<file path="config.mk">
export PLATFORM = sky130hd
export DESIGN_NAME = dpd_wake_ctrl
export DESIGN_NICKNAME = d
export VERILOG_FILES = /design/src/rtl/dpdw_pkg.sv /design/src/rtl/dpdw_pin_sync.sv /design/src/rtl/dpdw_interval.sv /design/src/rtl/dpdw_state.sv /design/src/rtl/dpd_wake_ctrl.sv
export SDC_FILE = /design/constraint.sdc
export NUM_CORES = 1
export LEC_CHECK = 0
export CAP_MARGIN = 20
export CORE_ASPECT_RATIO = 0.6
export CORE_UTILIZATION = 46
export CTS_CLUSTER_SIZE = 8
export DETAILED_ROUTE_END_ITERATION = 6
export HOLD_SLACK_MARGIN = 0.1
export PLACE_DENSITY = 0.75
export SLEW_MARGIN = 10
export SYNTH_ARGS = -nofsm -noshare
export SYNTH_HDL_FRONTEND = slang
export SYNTH_HIERARCHICAL = 1
export SYNTH_SLANG_ARGS = --single-unit
export TNS_END_PERCENT = 30
</file>
<file path="constraint.sdc">
create_clock -name clk -period 1.91 [get_ports clk]
set_input_delay 0.2865 -clock clk [delete_from_list [all_inputs] [get_ports clk]]
set_output_delay 0.2865 -clock clk [all_outputs]
set_load 0.005 [all_outputs]
</file>
<file path="src/rtl/dpdw_pkg.sv">
package dpdw_pkg;
  // Width of the interval setting and of the tick counter
  localparam int unsigned SET_W   = 14;
  // Prescaler width: the prescaler wraps every 2**PRE_W slow ticks
  localparam int unsigned PRE_W   = 6;
  // Synchronizer depth for the wake pin
  localparam int unsigned SYNC_N  = 2;

  typedef struct packed {
    logic timer_arm;
    logic pin_arm;
    logic pull_off;
  } dpdw_cfg_t;
endpackage

</file>
<file path="src/rtl/dpdw_pin_sync.sv">
module dpdw_pin_sync #(
  parameter int unsigned STAGES = 2
) (
  input  logic clk,
  input  logic rst_n,
  input  logic pin_async,
  output logic pin_fall
);
  logic [STAGES-1:0] chain;
  logic              prev;

  genvar g;
  generate
    for (g = 0; g < STAGES; g++) begin : g_stage
      if (g == 0) begin : g_first
        always_ff @(posedge clk or negedge rst_n) begin
          if (!rst_n) chain[0] <= 1'b1;
          else        chain[0] <= pin_async;
        end
      end else begin : g_next
        always_ff @(posedge clk or negedge rst_n) begin
          if (!rst_n) chain[g] <= 1'b1;
          else        chain[g] <= chain[g-1];
        end
      end
    end
  endgenerate

  always_ff @(posedge clk or negedge rst_n) begin
    if (!rst_n) prev <= 1'b1;
    else        prev <= chain[STAGES-1];
  end

  // High for one cycle after a synchronized high-to-low transition
  assign pin_fall = prev & ~chain[STAGES-1];
endmodule

</file>
<file path="src/rtl/dpdw_interval.sv">
module dpdw_interval #(
  parameter int unsigned SET_W = 14,
  parameter int unsigned PRE_W = 6
) (
  input  logic             clk,
  input  logic             rst_n,
  input  logic             restart,
  input  logic             run,
  input  logic [SET_W-1:0] limit,
  output logic             hit
);
  localparam logic [PRE_W-1:0] PRE_LAST = {PRE_W{1'b1}};

  logic [PRE_W-1:0] pre_q;
  logic [SET_W-1:0] tick_q;
  logic             pre_wrap;

  assign pre_wrap = (pre_q == PRE_LAST);
  assign hit      = run && pre_wrap && (tick_q == limit);

  always_ff @(posedge clk or negedge rst_n) begin
    if (!rst_n) begin
      pre_q  <= '0;
      tick_q <= '0;
    end else if (restart) begin
      pre_q  <= '0;
      tick_q <= '0;
    end else if (run) begin
      pre_q <= pre_q + 1'b1;
      if (pre_wrap && !hit) tick_q <= tick_q + 1'b1;
    end
  end
endmodule

</file>
<file path="src/rtl/dpdw_state.sv">
module dpdw_state
  import dpdw_pkg::*;
#(
  parameter int unsigned SET_W = 14
) (
  input  logic             clk,
  input  logic             rst_n,
  input  logic             enter,
  input  logic [SET_W-1:0] setting,
  input  dpdw_cfg_t        cfg_in,
  input  logic             timer_hit,
  input  logic             pin_fall,
  output logic             asleep,
  output logic             wake,
  output logic             f_pin,
  output logic             f_tmr,
  output logic             f_por,
  output logic [SET_W-1:0] rb,
  output dpdw_cfg_t        cfg_q
);
  logic pin_hit;
  logic tmr_hit;

  assign pin_hit = asleep && cfg_q.pin_arm && pin_fall;
  assign tmr_hit = asleep && timer_hit;

  always_ff @(posedge clk or negedge rst_n) begin
    if (!rst_n) begin
      asleep <= 1'b0;
      wake   <= 1'b0;
      f_pin  <= 1'b0;
      f_tmr  <= 1'b0;
      f_por  <= 1'b1;
      rb     <= '0;
      cfg_q  <= '{timer_arm: 1'b0, pin_arm: 1'b0, pull_off: 1'b1};
    end else if (enter) begin
      asleep <= 1'b1;
      wake   <= 1'b0;
      f_pin  <= 1'b0;
      f_tmr  <= 1'b0;
      f_por  <= 1'b0;
      rb     <= setting;
      cfg_q  <= cfg_in;
    end else if (pin_hit || tmr_hit) begin
      asleep <= 1'b0;
      wake   <= 1'b1;
      f_pin  <= pin_hit;
      f_tmr  <= tmr_hit;
    end
  end
endmodule

</file>
<file path="src/rtl/dpd_wake_ctrl.sv">
module dpd_wake_ctrl
  import dpdw_pkg::*;
#(
  parameter int unsigned W_SET = SET_W,
  parameter int unsigned W_PRE = PRE_W,
  parameter int unsigned N_SYNC = SYNC_N
) (
  input  logic             clk,
  input  logic             rst_n,
  input  logic             dpd_enter,
  input  logic [W_SET-1:0] wake_setting,
  input  logic             timer_wake_en,
  input  logic             osc_off_in_dpd,
  input  logic             pin_wake_dis,
  input  logic             wake_pin,
  input  logic             pullup_sel_n,
  output logic             wake_req,
  output logic             dpd_asleep,
  output logic             flag_pin,
  output logic             flag_timer,
  output logic             flag_por,
  output logic [W_SET-1:0] setting_rb,
  output logic             pullup_off
);
  dpdw_cfg_t cfg_next;
  dpdw_cfg_t cfg_cur;
  logic      fall;
  logic      t_hit;
  logic      t_run;

  assign cfg_next.timer_arm = timer_wake_en & ~osc_off_in_dpd;
  assign cfg_next.pin_arm   = ~pin_wake_dis;
  assign cfg_next.pull_off  = pullup_sel_n;

  assign t_run = dpd_asleep && !wake_req && cfg_cur.timer_arm;

  dpdw_pin_sync #(.STAGES(N_SYNC)) u_sync (
    .clk       (clk),
    .rst_n     (rst_n),
    .pin_async (wake_pin),
    .pin_fall  (fall)
  );

  dpdw_interval #(.SET_W(W_SET), .PRE_W(W_PRE)) u_ival (
    .clk     (clk),
    .rst_n   (rst_n),
    .restart (dpd_enter),
    .run     (t_run),
    .limit   (setting_rb),
    .hit     (t_hit)
  );

  dpdw_state #(.SET_W(W_SET)) u_state (
    .clk       (clk),
    .rst_n     (rst_n),
    .enter     (dpd_enter),
    .setting   (wake_setting),
    .cfg_in    (cfg_next),
    .timer_hit (t_hit),
    .pin_fall  (fall),
    .asleep    (dpd_asleep),
    .wake      (wake_req),
    .f_pin     (flag_pin),
    .f_tmr     (flag_timer),
    .f_por     (flag_por),
    .rb        (setting_rb),
    .cfg_q     (cfg_cur)
  );

  assign pullup_off = cfg_cur.pull_off;
endmodule

</file>
==> implementation parameters <==
Parameter                              Value

Die
  I/O pin cnt ... 42
  Std-Cell Core Area ... 4560 sq um
  Die Footprint ... 5050 sq um
  Vertical die dimension ... 55.4 um
  Initial core utilization ... 48.0%
  DIE WIDTH ... 91.1 um
  Placement row count ... 19

GRT
  Maximum number of pins on one net before global-route repair ... 52
  First-pass GRT wire length ... 7940 um
  Number of global-route vias before repair ... 1640
  Antenna violations before repair ... 0
  Total Routing Usage GR ... 20.7%
  Global route overflow ... 0

Placed design
  DP HPWL ... 3400 um
  Cell area reported after detailed placement ... 2730 sq um
  Weighted congestion at the end of routability-driven global placement ... 0.869
  Number of input and output port buffers inserted ... 41
  Worst slack at placement ... 36.9 ps

Worst setup path
  R2R depth ... 5
  RR Startpoint ... u_state/wake
  Worst setup SP type ... flop
  Capture point of the worst reg-to-reg path ... u_ival/tick_q[9]
  Type of destination of the critical path ... flop
  Crit path arrival time ... 2130 ps
  CP required ... 2140 ps
  Kind of critical path ... flop to flop
  Worst reg-to-reg setup slack ... 9 ps
  Maximum net fanout on the critical path ... 5

Timing
  Time the worst path needs with I/O delays and setup ... 1900 ps
  Final Max Tran Viols ... 0
  Slew Limit Headroom ... 77.0%
  Final setup TNS ... 0 ps
  Maximum achievable frequency ... 526 MHz
  Worst hold slack ... 361 ps
  Fin worst setup slack ... 8.93 ps
  Clock Skew ... 10.8 ps
  Share of the clock period used by the worst path ... 99.5%
  Total count of hold-check failures in the final report ... 0
  Unrepaired setup endpoints after global routing ... yes
  Tightest Pin Transition ... 345 ps
  Final setup fails ... 0

Cells and area
  Fraction of layout cells with a size suffix above 1 ... 25.4%
  Area growth from synthesis to layout ... 32.7%
  Non-Filler Cell Area, Final ... 2910 sq um
  Diodes inserted ... 0
  Number of inserted filler cells in the final layout ... 364
  Final-stage net count ... 271
  Area of all sequential standard cells ... 1130 sq um
  Area occupied by multi-input gates ... 1040 sq um
  Utilization of the core after routing ... 63.7%

Clock tree
  Inserted Clock Buffers ... 5
  TritonCTS clock tree ... yes
  Clk buf depth ... 2
  Later-pin clock latency in the skew report ... 310 ps
  Root Buffer ... sky130_fd_sc_hd__clkbuf_8
  Number of H-tree branching levels ... 2
  Reg clk slew, reported paths ... 90 ps
  Clock net sink count ... 45

Hold path
  Min-Delay Startpoint ... u_sync/chain[0]
  Type of the tightest min-delay check ... flop to flop
  WHS Endpoint ... u_sync/chain[1]
  Worst hold path depth ... 0

Power
  Power Density ... 713 nW/um^2
  Switching power of the nets ... 0.494 mW
  Switching Share ... 23.9%
  Maximum ir drop on the vdd rail ... 0.570 mV
  Share of power burned in registers ... 50.5%
  Internal Pwr Total ... 1.58 mW
  Clock group share of total power ... 36.2%
  Combinational group share of total power ... 13.3%
  Static leakage ... 1.20 nW

Synthesis
  Net count after synthesis ... 215
  Total of warnings raised by yosys ... 6
  Average cell area after synthesis ... 11.5 sq um
  Register bit total from synthesis ... 45
  Library cells used by synthesis ... 39
  Combined area of all synthesized cells ... 2190 sq um
  Share of the yosys chip area belonging to registers ... 51.7%
  Mapped Cells ... 191

Status
  Result of the run ... completed

Detailed routing
  Post-DR vias/cell ... 5.28
  Count of nets left with antenna violations after detail routing ... 0
  Drt first pass iters ... 4
  Number of DRC markers in iteration 0 ... 111
  Number of design rule violations left after detail routing ... 0
  Total via count after detailed routing ... 1641
  WL per Instance ... 15.4 um
  Post-detailed-routing wire length ... 4790 um

Flow run
  Max-cap viol count ... 0
-- synthesized netlist by cell type --
cell                        instances  area (sq um)
sky130_fd_sc_hd__nand2_1            9          33.8
sky130_fd_sc_hd__or4_1              1          7.51
sky130_fd_sc_hd__a21bo_2            1          10.0
sky130_fd_sc_hd__dfrtp_1           40          1000
sky130_fd_sc_hd__inv_1              2          7.51
sky130_fd_sc_hd__or3_1              7          43.8
sky130_fd_sc_hd__xor2_1             3          26.3
sky130_fd_sc_hd__a21o_1             1          7.51
sky130_fd_sc_hd__and2b_1            1          7.51
sky130_fd_sc_hd__and3b_1            1          8.76
sky130_fd_sc_hd__clkbuf_1           1          3.75
sky130_fd_sc_hd__buf_1              1          3.75
sky130_fd_sc_hd__nand4_2            1          12.5
sky130_fd_sc_hd__and3_1             5          31.3
sky130_fd_sc_hd__nand4_1            8          50.1
sky130_fd_sc_hd__buf_4              2          15.0
sky130_fd_sc_hd__nand2b_1           3          18.8
sky130_fd_sc_hd__o2bb2ai_1          1          8.76
sky130_fd_sc_hd__o31ai_1            1          7.51
sky130_fd_sc_hd__nand3_1            2          10.0
sky130_fd_sc_hd__and4_1             1          8.76
sky130_fd_sc_hd__dfstp_2            5           131
sky130_fd_sc_hd__a21oi_1           10          50.1
sky130_fd_sc_hd__nor2_1            12          45.0
sky130_fd_sc_hd__nor2b_4            1          13.8
sky130_fd_sc_hd__xnor2_1           15           131
sky130_fd_sc_hd__o21ai_0            7          35.0
sky130_fd_sc_hd__nor2b_1            8          50.1
sky130_fd_sc_hd__and2_1             3          18.8
sky130_fd_sc_hd__nor3b_1            3          22.5
sky130_fd_sc_hd__or2_1              1          6.26
sky130_fd_sc_hd__mux2i_1            2          20.0
sky130_fd_sc_hd__mux2_2            23           259
sky130_fd_sc_hd__nor3_1             2          10.0
sky130_fd_sc_hd__nor4_2             1          12.5
sky130_fd_sc_hd__ha_1               2          25.0
sky130_fd_sc_hd__buf_6              2          22.5
sky130_fd_sc_hd__o22ai_1            1          6.26
sky130_fd_sc_hd__nor2_2             1          6.26
-- cell families (layout without fill, tap and decap cells) --
| group | after synthesis | count (layout) | synth area share [%] |
|---|---|---|---|
| AND/OR/NAND/NOR | 71 | 71 | 19.1 |
| flip-flops | 45 | 45 | 51.7 |
| multiplexers | 25 | 25 | 12.7 |
| AO/OA/AOI/OAI | 22 | 22 | 5.71 |
| XOR/XNOR | 18 | 18 | 7.20 |
| buffers and inverters | 8 | 65 | 2.40 |
| adder cells (fa/ha/maj) | 2 | 2 | 1.14 |
-- final cells by class --
class | count | share of cell area (%)
Tap cell | 63 | 2.71
Inverter | 2 | 0.258
Clock buffer | 5 | 2.37
Sequential cell | 45 | 39.0
Timing Repair Buffer | 55 | 18.2
Clock inverter | 3 | 1.64
Multi-Input combinational cell | 138 | 35.9
-- how the worst max path moves through the flow --
stage	startpoint	endpoint	slack (ps)
2_1_floorplan	u_state/asleep	u_ival/tick_q[8]	30
3_3_place_gp	u_state/wake	u_ival/tick_q[3]	70
3_5_place_dp	u_state/wake	u_ival/tick_q[12]	40
4_1_cts	u_state/wake	u_ival/tick_q[12]	7
5_1_grt	u_state/wake	u_ival/tick_q[9]	-60
6_report	u_state/wake	u_ival/tick_q[9]	9
-- power by group through the flow --
stage	logic, mW	clock network, mW	registers, mW
after floorplan	0.106	0	1.06
after global placement	0.267	0	1.06
after detailed placement	0.270	0	1.07
after CTS	0.274	0.770	1.05
after global routing	0.299	0.810	1.05
final	0.275	0.751	1.05
-- metal layers --
layer	wire length (um)	track usage, %	share of wire [%]
met5	0	0	0
met2	2020	29.1	42
met3	318	5.79	6.6
met4	63	6.80	1.3
met1	2390	30.9	50
-- layout by cell type (no fill, tap or decap), types with 2 or more instances in the layout --
cell type                         Yosys  layout
sky130_fd_sc_hd__a21oi_1             10       9
sky130_fd_sc_hd__and2_1               3       3
sky130_fd_sc_hd__and3_1               5       5
sky130_fd_sc_hd__buf_2                0       2
sky130_fd_sc_hd__buf_4                2      10
sky130_fd_sc_hd__buf_6                2       2
sky130_fd_sc_hd__clkbuf_8             0       5
sky130_fd_sc_hd__clkdlybuf4s50_1      0      39
sky130_fd_sc_hd__dfrtp_1             40      40
sky130_fd_sc_hd__dfstp_2              5       5
sky130_fd_sc_hd__ha_1                 2       2
sky130_fd_sc_hd__inv_1                2       2
sky130_fd_sc_hd__inv_6                0       2
sky130_fd_sc_hd__mux2_2              23      23
sky130_fd_sc_hd__mux2i_1              2       2
sky130_fd_sc_hd__nand2_1              9       8
sky130_fd_sc_hd__nand2b_1             3       3
sky130_fd_sc_hd__nand3_1              2       2
sky130_fd_sc_hd__nand4_1              8       8
sky130_fd_sc_hd__nor2_1              12      12
sky130_fd_sc_hd__nor2b_1              8       8
sky130_fd_sc_hd__nor3_2               0       2
sky130_fd_sc_hd__nor3b_2              0       2
sky130_fd_sc_hd__o21ai_0              7       7
sky130_fd_sc_hd__or3_1                7       7
sky130_fd_sc_hd__xnor2_1             15      15
sky130_fd_sc_hd__xor2_1               3       3
-- through the flow --
step | total power, mW | instances
2_1_floorplan | 1.17 | 191
3_3_place_gp | 1.33 | 301
3_5_place_dp | 1.34 | 301
4_1_cts | 2.09 | 310
5_1_grt | 2.16 | 311
6_report | 2.07 | 311
-- repair_timing --
item,in CTS,in global routing
endpoints found under the setup margin,0,11
hold endpoints to repair,13,0
hold buffers,1,0
resized for setup,0,10
buffers inserted,0,1
-- critical path, cell delays in order, from the launching register on --
cell and delay (ps):
sky130_fd_sc_hd__dfrtp_1 390, sky130_fd_sc_hd__and3b_1 250, sky130_fd_sc_hd__nand4_2 160, sky130_fd_sc_hd__or2_4 310, sky130_fd_sc_hd__or4_1 540, sky130_fd_sc_hd__a21oi_2 160
-- registers in the layout, summed over array words and instances (netlist names) --
signal and count:
u_ival/tick_q 14, u_state/rb 14, u_ival/pre_q 6, u_state/cfg_q 3, u_sync/chain 2, u_state/asleep 1, u_state/f_pin 1, u_state/f_por 1
u_state/f_tmr 1, u_state/wake 1, u_sync/prev 1
Power figures use the tool's default switching activity.
